## src/rtl/rtc_cal_pkg.sv

```systemverilog
package rtc_cal_pkg;
  localparam int ADDR_W = 8;
  localparam int DATA_W = 8;

  localparam logic [ADDR_W-1:0] A_CTRL    = 8'h14;
  localparam logic [ADDR_W-1:0] A_SEC     = 8'h15;
  localparam logic [ADDR_W-1:0] A_MIN     = 8'h16;
  localparam logic [ADDR_W-1:0] A_HOUR    = 8'h17;
  localparam logic [ADDR_W-1:0] A_DAYLO   = 8'h18;
  localparam logic [ADDR_W-1:0] A_DAYHI   = 8'h19;
  localparam logic [ADDR_W-1:0] A_ALMMIN  = 8'h1A;
  localparam logic [ADDR_W-1:0] A_ALMHOUR = 8'h1B;
  localparam logic [ADDR_W-1:0] A_ALMDLO  = 8'h1C;
  localparam logic [ADDR_W-1:0] A_ALMDHI  = 8'h1D;

  // control register bit positions
  localparam int B_BUSY  = 7;
  localparam int B_DAYEN = 5;
  localparam int B_HREN  = 4;
  localparam int B_MINEN = 3;
  localparam int B_FLAG  = 2;
  localparam int B_IEN   = 1;
  localparam int B_RUN   = 0;

  typedef struct packed {
    logic              step;
    logic              wrStb;
    logic [ADDR_W-1:0] wrAddr;
    logic [DATA_W-1:0] wrData;
  } calStrobe_t;

  // one BCD step with wrap at lim
  function automatic logic [7:0] bcdNext(input logic [7:0] v, input logic [7:0] lim);
    if (v == lim)           return 8'h00;
    else if (v[3:0] >= 4'd9) return {v[7:4] + 4'd1, 4'h0};
    else                    return v + 8'd1;
  endfunction
endpackage

```

## src/rtl/rtc_cal_ctrl.sv

```systemverilog
module rtc_cal_ctrl
  import rtc_cal_pkg::*;
(
  input  logic              clk,
  input  logic              rstN,
  input  logic              tickEn,
  input  logic              calRun,
  input  logic              wrEn,
  input  logic [ADDR_W-1:0] addrIn,
  input  logic [DATA_W-1:0] wrData,
  output calStrobe_t        stb,
  output logic              busy
);
  logic              pendValid;
  logic [ADDR_W-1:0] pendAddr;
  logic [DATA_W-1:0] pendData;

  always_comb begin
    busy       = calRun && tickEn;
    stb.step   = busy;
    stb.wrStb  = 1'b0;
    stb.wrAddr = addrIn;
    stb.wrData = wrData;
    if (!busy) begin
      if (pendValid) begin
        stb.wrStb  = 1'b1;
        stb.wrAddr = pendAddr;
        stb.wrData = pendData;
      end else if (wrEn) begin
        stb.wrStb = 1'b1;
      end
    end
  end

  // one-entry holding slot; the older parked write keeps priority
  always_ff @(posedge clk) begin
    if (!rstN) begin
      pendValid <= 1'b0;
      pendAddr  <= '0;
      pendData  <= '0;
    end else if (busy) begin
      if (!pendValid && wrEn) begin
        pendValid <= 1'b1;
        pendAddr  <= addrIn;
        pendData  <= wrData;
      end
    end else if (pendValid && wrEn) begin
      pendAddr <= addrIn;
      pendData <= wrData;
    end else begin
      pendValid <= 1'b0;
    end
  end

  p_no_write_busy_r7: assert property (@(posedge clk) disable iff (!rstN)
    stb.wrStb |-> !busy);
  p_held_write_r7: assert property (@(posedge clk) disable iff (!rstN)
    (busy && wrEn && !pendValid) |=> (busy || stb.wrStb));
endmodule

```

## src/rtl/rtc_cal_datapath.sv

```systemverilog
module rtc_cal_datapath
  import rtc_cal_pkg::*;
#(
  parameter int DAY_W = 15
) (
  input  logic              clk,
  input  logic              rstN,
  input  calStrobe_t        stb,
  input  logic              busy,
  input  logic [ADDR_W-1:0] rdAddr,
  output logic [DATA_W-1:0] rdData,
  output logic              calRun,
  output logic              almFlag,
  output logic              irqEn
);
  localparam int HI_W = DAY_W - 8;
  localparam int NFLD = 3;
  localparam logic [NFLD-1:0][7:0] LIMITS = {8'h23, 8'h59, 8'h59};
  localparam logic [NFLD-1:0][7:0] TADDR  = {A_HOUR, A_MIN, A_SEC};

  logic [NFLD-1:0][7:0] timeReg, nextVal;
  logic [NFLD:0]        carry;
  logic [DAY_W-1:0]     dayCnt, dayNext, almDay;
  logic [7:0]           almMin, almHour;
  logic                 dayAlmEn, hrAlmEn, minAlmEn;
  logic                 secRoll, dayInc, almHit;
  logic [NFLD-1:0]      fieldHit, fieldEn;
  logic [NFLD-1:0][DAY_W-1:0] almVal, curVal;

  always_comb begin
    carry[0] = stb.step;
    for (int i = 0; i < NFLD; i++) begin
      carry[i+1] = carry[i] && (timeReg[i] == LIMITS[i]);
      nextVal[i] = carry[i] ? bcdNext(timeReg[i], LIMITS[i]) : timeReg[i];
    end
    dayInc  = carry[NFLD];
    dayNext = dayInc ? dayCnt + 1'b1 : dayCnt;
    secRoll = carry[1];
  end

  // compare values: minute, hour, day
  assign almVal  = {almDay, DAY_W'(almHour), DAY_W'(almMin)};
  assign curVal  = {dayNext, DAY_W'(nextVal[2]), DAY_W'(nextVal[1])};
  assign fieldEn = {dayAlmEn, hrAlmEn, minAlmEn};

  generate
    for (genvar g = 0; g < NFLD; g++) begin : g_cmp
      assign fieldHit[g] = !fieldEn[g] || (almVal[g] == curVal[g]);
    end
  endgenerate

  assign almHit = secRoll && (|fieldEn) && (&fieldHit);

  always_ff @(posedge clk) begin
    if (!rstN) begin
      timeReg <= '0;
    end else begin
      for (int i = 0; i < NFLD; i++) begin
        if (stb.wrStb && stb.wrAddr == TADDR[i]) timeReg[i] <= stb.wrData;
        else                                      timeReg[i] <= nextVal[i];
      end
    end
  end

  always_ff @(posedge clk) begin
    if (!rstN) begin
      dayCnt <= '0;
    end else if (stb.wrStb && stb.wrAddr == A_DAYLO) begin
      dayCnt[7:0] <= stb.wrData;
    end else if (stb.wrStb && stb.wrAddr == A_DAYHI) begin
      dayCnt[DAY_W-1:8] <= stb.wrData[HI_W-1:0];
    end else begin
      dayCnt <= dayNext;
    end
  end

  always_ff @(posedge clk) begin
    if (!rstN) begin
      almMin  <= '0;
      almHour <= '0;
      almDay  <= '0;
    end else if (stb.wrStb) begin
      case (stb.wrAddr)
        A_ALMMIN:  almMin            <= stb.wrData;
        A_ALMHOUR: almHour           <= stb.wrData;
        A_ALMDLO:  almDay[7:0]       <= stb.wrData;
        A_ALMDHI:  almDay[DAY_W-1:8] <= stb.wrData[HI_W-1:0];
        default: ;
      endcase
    end
  end

  always_ff @(posedge clk) begin
    if (!rstN) begin
      {dayAlmEn, hrAlmEn, minAlmEn, irqEn, calRun} <= '0;
      almFlag <= 1'b0;
    end else begin
      if (stb.wrStb && stb.wrAddr == A_CTRL) begin
        dayAlmEn <= stb.wrData[B_DAYEN];
        hrAlmEn  <= stb.wrData[B_HREN];
        minAlmEn <= stb.wrData[B_MINEN];
        irqEn    <= stb.wrData[B_IEN];
        calRun   <= stb.wrData[B_RUN];
      end
      if (almHit)
        almFlag <= 1'b1;
      else if (stb.wrStb && stb.wrAddr == A_CTRL && stb.wrData[B_FLAG])
        almFlag <= 1'b0;
    end
  end

  always_comb begin
    rdData = '0;
    case (rdAddr)
      A_CTRL:    rdData = {busy, 1'b0, dayAlmEn, hrAlmEn, minAlmEn, almFlag, irqEn, calRun};
      A_SEC:     rdData = timeReg[0];
      A_MIN:     rdData = timeReg[1];
      A_HOUR:    rdData = timeReg[2];
      A_DAYLO:   rdData = dayCnt[7:0];
      A_DAYHI:   rdData = 8'(dayCnt[DAY_W-1:8]);
      A_ALMMIN:  rdData = almMin;
      A_ALMHOUR: rdData = almHour;
      A_ALMDLO:  rdData = almDay[7:0];
      A_ALMDHI:  rdData = 8'(almDay[DAY_W-1:8]);
      default:   rdData = '0;
    endcase
  end

  p_sec_wrap_r2: assert property (@(posedge clk) disable iff (!rstN)
    (stb.step && !stb.wrStb && timeReg[0] == 8'h59) |=> (timeReg[0] == 8'h00));
  p_sec_hold_r2: assert property (@(posedge clk) disable iff (!rstN)
    (!stb.step && !stb.wrStb) |=> $stable(timeReg[0]));
  p_day_wrap_r4: assert property (@(posedge clk) disable iff (!rstN)
    (dayInc && dayCnt == {DAY_W{1'b1}}) |=> (dayCnt == '0));
  p_flag_rollover_r8: assert property (@(posedge clk) disable iff (!rstN)
    $rose(almFlag) |-> (timeReg[0] == 8'h00 && $past(stb.step)));
  p_flag_clear_r9: assert property (@(posedge clk) disable iff (!rstN)
    (stb.wrStb && stb.wrAddr == A_CTRL && stb.wrData[B_FLAG]) |=> !almFlag);
endmodule

```

## src/rtl/rtc_calendar.sv

```systemverilog
module rtc_calendar
  import rtc_cal_pkg::*;
#(
  parameter int DAY_W = 15
) (
  input  logic        clk,
  input  logic        rstN,
  input  logic        tickEn,
  input  logic [7:0]  addrIn,
  input  logic        wrEn,
  input  logic [7:0]  wrData,
  output logic [7:0]  rdData,
  output logic        irqOut
);
  calStrobe_t stb;
  logic busy, calRun, almFlag, irqEn;

  rtc_cal_ctrl u_ctrl (
    .clk(clk), .rstN(rstN), .tickEn(tickEn), .calRun(calRun),
    .wrEn(wrEn), .addrIn(addrIn), .wrData(wrData), .stb(stb), .busy(busy)
  );

  rtc_cal_datapath #(.DAY_W(DAY_W)) u_dp (
    .clk(clk), .rstN(rstN), .stb(stb), .busy(busy), .rdAddr(addrIn),
    .rdData(rdData), .calRun(calRun), .almFlag(almFlag), .irqEn(irqEn)
  );

  assign irqOut = almFlag && irqEn;

  p_irq_needs_flag_r10: assert property (@(posedge clk) disable iff (!rstN)
    !almFlag |-> !irqOut);
endmodule

```

## config.mk

```make
export PLATFORM = sky130hd
export DESIGN_NAME = rtc_calendar
export DESIGN_NICKNAME = d
export VERILOG_FILES = /design/src/rtl/rtc_cal_pkg.sv /design/src/rtl/rtc_cal_ctrl.sv /design/src/rtl/rtc_cal_datapath.sv /design/src/rtl/rtc_calendar.sv
export SDC_FILE = /design/constraint.sdc
export NUM_CORES = 1
export LEC_CHECK = 0
export BUFFER_PORTS_ARGS = -buffer_cell sky130_fd_sc_hd__buf_2
export CAP_MARGIN = 20
export CORE_MARGIN = 4
export CORE_UTILIZATION = 59
export CTS_BUF_LIST = sky130_fd_sc_hd__clkbuf_2
export DETAILED_ROUTE_END_ITERATION = 12
export PLACE_DENSITY = 0.78
export SETUP_SLACK_MARGIN = 0.4
export SLEW_MARGIN = 20
export SYNTH_ARGS = -nofsm -noshare
export SYNTH_HDL_FRONTEND = slang
export SYNTH_SLANG_ARGS = --single-unit
```

## constraint.sdc

```tcl
create_clock -name clk -period 3.3 [get_ports clk]
set_input_delay 0.33 -clock clk [delete_from_list [all_inputs] [get_ports clk]]
set_output_delay 0.33 -clock clk [all_outputs]
set_load 0.05 [all_outputs]
```

Word level (Yosys, flattened, before mapping)
Cells that the tools add are included.
Storage, ports and cells
  logic and storage cells: 123
  input bits: 20
  output and inout bits: 9
  register bits after elaboration: 93
Cells by class
  mux-type cells: 32
  reduce and logical (&&, ||, !) cells: 34
  order comparisons: 3
  add/subtract/negate cells: 7
  equality and inequality tests: 29
Operator list (count)
  8-bit by 5-bit equality test with 1-bit output, second input constant: 20
  8-bit two-way mux: 20
  8-bit one-hot mux with 10 select lines: 1
  8-bit by 1-bit adder with 8-bit output, second input constant: 3
  17-bit two-way mux: 1
  8-bit by 7-bit equality test with 1-bit output, second input constant: 2
  8-bit equality test: 2
  1-bit logical AND: 16
  16-bit two-way mux: 1
  15-bit by 1-bit adder with 15-bit output, second input constant: 1
  15-bit equality test: 1
  15-bit two-way mux: 1
  4-bit by 1-bit adder with 4-bit output, second input constant: 3
  4-bit greater-or-equal comparator, second input constant: 3
  2-bit AND reduction: 6
  8-bit by 6-bit equality test with 1-bit output, second input constant: 1
  1-bit two-way mux: 7
  7-bit two-way mux: 1
  2-bit nonzero test: 3
  1-bit zero test: 4
  2-bit by 1-bit != test with 1-bit output, second input constant: 2
  1-bit logical OR: 3
  3-bit AND reduction: 1
  3-bit OR reduction: 1
  2-bit != test, second input constant: 1

Depth between registers and ports, before layout
  depth after elaboration: 10
  depth in mapped cells: 11
  gate-level depth less buffers: 10

By module
Synthesis repeated with hierarchy kept, for this count alone.
Unflattened totals
  cells, all modules: 751
  area, all modules: 6332.3 um^2
Modules (own cells, without submodules)
  rtc_cal_datapath: instances 1, cells an instance 653, seq. area each 1521.5 um^2, area each 5398.9 um^2
  rtc_cal_ctrl: instances 1, cells an instance 97, seq. area each 340.3 um^2, area each 927.1 um^2
  rtc_calendar: instances 1, cells an instance 1, seq. area each 0.0 um^2, area each 6.3 um^2

Least setup slack after synthesis
Ideal clock, no wire load.
  kind: reg2reg
  start point: register u_dp.timeReg[0] in the netlist's numbering
  end point: register u_dp.almFlag
  path buffers: 0
  setup time: 0.059 ns
  clock period less this slack: 2.596 ns
  setup slack: 0.704 ns
  cell stages (with the launch flop): 10
  required time: 3.241 ns
  arrival time: 2.537 ns
  cells stage by stage: dfxtp_1 > ha_1 > nand4_1 > nor4_4 > nand3_1 > xor2_1 > o21ai_0 > or4_1 > o32ai_1 > a31o_1
On the way
  word-level cells in the longest chain between the ends: 10
  elaborated cells on any way between the ends: 18
  those cells by class: eq/ne (4); mux (4); reduce/logical (10)
RTL lines
  start, declared: RTL line rtc_cal_datapath.sv:21  | logic [NFLD-1:0][7:0] timeReg, nextVal;
  start signal, assigned by index: RTL line rtc_cal_datapath.sv:59  | if (stb.wrStb && stb.wrAddr == TADDR[i]) timeReg[i] <= stb.wrData;
  start signal, assigned by index: RTL line rtc_cal_datapath.sv:60  | else timeReg[i] <= nextVal[i];
  8-bit by 7-bit equality test with 1-bit output *: RTL line rtc_cal_datapath.sv:33  | carry[i+1] = carry[i] && (timeReg[i] == LIMITS[i]);
  1-bit logical AND *: RTL line rtc_cal_datapath.sv:33
  1-bit logical AND (2 in series): RTL line rtc_cal_datapath.sv:33
  15-bit two-way mux: RTL line rtc_cal_datapath.sv:37  | dayNext = dayInc ? dayCnt + 1'b1 : dayCnt;
  15-bit equality test: RTL line rtc_cal_datapath.sv:48  | assign fieldHit[g] = !fieldEn[g] || (almVal[g] == curVal[g]);
  1-bit logical OR: RTL line rtc_cal_datapath.sv:48
  3-bit AND reduction: RTL line rtc_cal_datapath.sv:52  | assign almHit = secRoll && (|fieldEn) && (&fieldHit);
  1-bit logical AND *: RTL line rtc_cal_datapath.sv:52
  1-bit two-way mux or 2-bit nonzero test (tied branches)
  end signal, assigned: RTL line rtc_cal_datapath.sv:96  | almFlag <= 1'b0;
  end signal, assigned: RTL line rtc_cal_datapath.sv:106  | almFlag <= 1'b1;
  end signal, assigned: RTL line rtc_cal_datapath.sv:108  | almFlag <= 1'b0;
  end, declared: RTL line rtc_cal_datapath.sv:13  | output logic almFlag,
Mark *: on every way between the ends. The rest lies on a longest branch, timed or not.
A chain may end at the register's enable or synchronous reset.

Final worst setup path
  start point: register u_dp.timeReg[1] in the netlist's numbering
  end point: register u_dp.almFlag
The elaborated chain is that of the path after synthesis.

==> impl_metrics.yaml <==
status:
  outcome: "complete, no violations"
detailed_routing:
  drtIter0Drc: 731
  drc: 0
  vias: 5995
  antenna_left: 0
  via_per_inst: 6.639
  drt_wl_total_mm: 20.28
  wl_per_cell_um: 22.46
  drt_pass1_iterations: 5
power:
  power_density_mw_per_mm2: 280.9
  ir_drop_uv: 418.6
  p_leak_nw: 2.568
  power_w: 0.001941
finish:
  nets: 803
  mostFrequentLayoutCells: "nor2_1, dfxtp_1, a211oi_1"
  area_growth_pct: 15.91
  drive_gt1_share_pct: 20.65
  fin_util_pct: 70.37
  layout_commonest_cell: "nor2_1"
  nFillCells: 810
  antenna_cells: 0
floorplanning:
  rows: 36
  die_y_um: 108.5
  core_sq_mm: 0.009819
  die_x_um: 108.5
  ios: 29
  start_util_pct: 60.72
  die_area_sq_mm: 0.01178
global_routing:
  grt_use_met1_pct: 44.38
  grtUsageMet3_pct: 6.866
  antenna_found_initial: 0
  grt_usage_pct: 34.73
  gr-usage-met2_pct: 56.27
  grt_max_degree: 33
  top_usage_layer: "met2"
  grt_pass1_vias: 5599
  grt-ovfl-total: 0
  grt_first_pass_wirelength_mm: 30.97
logic_synthesis:
  synth_cell_types: 75
  synth.yosys.seq_area_share_pct: 31.23
  synthCells: 706
  synth_nets: 742
  netlist_area_sq_mm: 0.005962
  ys.warnings.count: 0
  synth_edf_count: 0
  synth_ff_type: "dfxtp_1"
  yosys_register_bits: 93
  syn_avg_cell_area_sq_um: 8.445
  async_reset_ff_share_pct: 0
critical_path:
  worstPathRequired_ns: 3.88
  crit_type: "flop to flop"
  worst_setup_path_start_kind: "flop"
  max_stage_delay_ns: 0.44
  cp_max_fo: 7
  endpoint_kind: "flop"
  timing.rr.start: "u_dp.timeReg[1]$_SDFFE_PN0P_"
  cp_cell_sequence: "inv_1 > ha_2 > and4_1 > nand4_4 > buf_4 > o41ai_2 > xor2_1 > or4_1 > o32ai_2 > a31o_1"
  cp.arrival_ns: 3.49
  cp_top_family: "simple AND/OR/NAND/NOR gates"
  slowest_stage: "or4_1"
  crit_buf_inv: 2
  crit_start: "u_dp.timeReg[1]$_SDFFE_PN0P_"
clock_network:
  htreeDepth: 3
  cts_tree: "yes"
  cts.reportedPaths.clkPinSlew_ns: 0.27
  cts_root_buffer: "clkbuf_2"
  clk_latency_ns: 0.63
  clock-sinks: 93
  cts_buffers: 9
  clk_path_buf_depth: 2
timing:
  setup_viol_count_final: 0
  slew_viol_final: 0
  tns_ns: 0
  min_period_over_period_pct: 88.08
  maxSlewHeadroom_pct: 33.16
  period_minus_slack_ns: 2.907
  fin_skew_ns: 0.03852
  timing.hold.ws_ns: 0.08307
  rsz0062_at_grt: "yes"
  hold_violations: 0
  max_freq_mhz: 344.0
  tightest_slew_ns: 0.9989
run:
  drv_cap: 0
placement:
  gp_congestion: 0.9979
  place_hpwl_mm: 14.21
  port_buffers: 28
worst_hold_path:
  worstHoldPathType: "primary input to flop"
  min-delay-start: "rstN"
==> power by group <==
part	switching [W]	leakage (nW)	internal [W]
registers	0.00000348	0.755	0.00113
clock network	0.000414	0.0749	0.000248
logic	0.0000948	1.74	0.0000527
==> registers in the layout, summed over array words and instances, names as in the netlist <==
name and flops:
u_dp.almHour 8, u_dp.minAlmEn 1, u_dp.hrAlmEn 1, u_ctrl.pendValid 1
u_dp.almFlag 1, u_dp.almMin 8, u_dp.calRun 1, u_ctrl.pendData 8
u_dp.timeReg 24, u_dp.dayAlmEn 1, u_dp.irqEn 1, u_dp.almDay 15
u_dp.dayCnt 15, u_ctrl.pendAddr 8
==> worst reg2reg max path, delay by kind of cell (launching register included) <==
kind            cells  cell delay [ns]
buf+inv             2             0.36
simple gates        3             0.94
xor+xnor            1             0.13
compound gates      3             0.87
fa+ha+maj           1             0.22
flops               1             0.38
==> metal layers <==
metal	vias up	wire length, um
met5	-	0
met4	0	1100
met3	89	1902
met2	343	9349
met1	2812	7929
li1	2751	-
==> through the flow <==
step / worst slack [ns] / instances / instance area, sq um
after floorplan: 0.7042 / 706 / 5962
after global placement: 0.2912 / 860 / 6360
after detailed placement: 0.1801 / 860 / 6360
after CTS: 0.4122 / 891 / 6685
after global routing: 0.2753 / 903 / 6910
final: 0.3932 / 903 / 6910
==> final timing paths <==
check                                          to  slack, ns  cells after the start
setup / recovery        u_dp.almFlag$_SDFFE_PN0P_       0.39                     10
hold / removal        u_dp.dayCnt[7]$_SDFFE_PN0P_       0.08                      2
setup reg to reg        u_dp.almFlag$_SDFFE_PN0P_       0.39                     10
hold reg to reg   u_ctrl.pendData[4]$_SDFFE_PN0P_       0.54                      2
==> cells in the mapped netlist, types with 8 or more instances <==
| cell type | n | area [sq um] |
|---|---|---|
| nand2_1 | 39 | 146.4 |
| inv_1 | 27 | 101.4 |
| a211oi_1 | 53 | 397.9 |
| nor3_1 | 20 | 100.1 |
| a31oi_1 | 11 | 68.82 |
| nor2_1 | 100 | 375.4 |
| mux2i_1 | 28 | 280.3 |
| nor3b_1 | 9 | 67.56 |
| mux4_2 | 13 | 292.8 |
| and3_1 | 8 | 50.05 |
| xor2_1 | 14 | 122.6 |
| xnor2_1 | 18 | 157.7 |
| a221o_1 | 8 | 80.08 |
| dfxtp_1 | 93 | 1862 |
| o21ai_0 | 32 | 160.2 |
| ha_1 | 16 | 200.2 |
| a21oi_1 | 25 | 125.1 |
| nand3_1 | 26 | 130.1 |
| clkbuf_1 | 34 | 127.6 |
| nand4_1 | 13 | 81.33 |
| nor2b_1 | 11 | 68.82 |
==> layout make-up <==
cell class	instances	area, sq um	area share, %
Timing Repair Buffer	91	655.6	9.488
Clock buffer	9	45.04	0.6518
Clock inverter	5	85.08	1.231
Inverter	27	101.3	1.467
Multi-Input combinational cell	545	3976	57.54
Sequential cell	93	1881	27.21
Tap cell	133	166.4	2.408
==> cells by family after synthesis <==
group                    count (synthesis)  synth area share (%)
XOR/XNOR                                32                 4.701
AND/OR/NAND/NOR                        278                 25.18
flip-flops                              93                 31.23
buffers and inverters                   68                 4.512
multiplexers                            46                 11.00
adder cells (fa/ha/maj)                 16                 3.358
AO/OA/AOI/OAI                          173                 20.02
==> what timing repair did <==
item / 4_1_cts / 5_1_grt
hold endpoints to repair: 15 / 0
setup endpoints to repair: 1 / 9
buffers inserted: 2 / 10
hold buffers: 15 / 0
gates resized for setup: 7 / 44
pin swaps: 3 / 14
cloned: 0 / 2
Note: power is estimated with default switching activity, not from simulation.
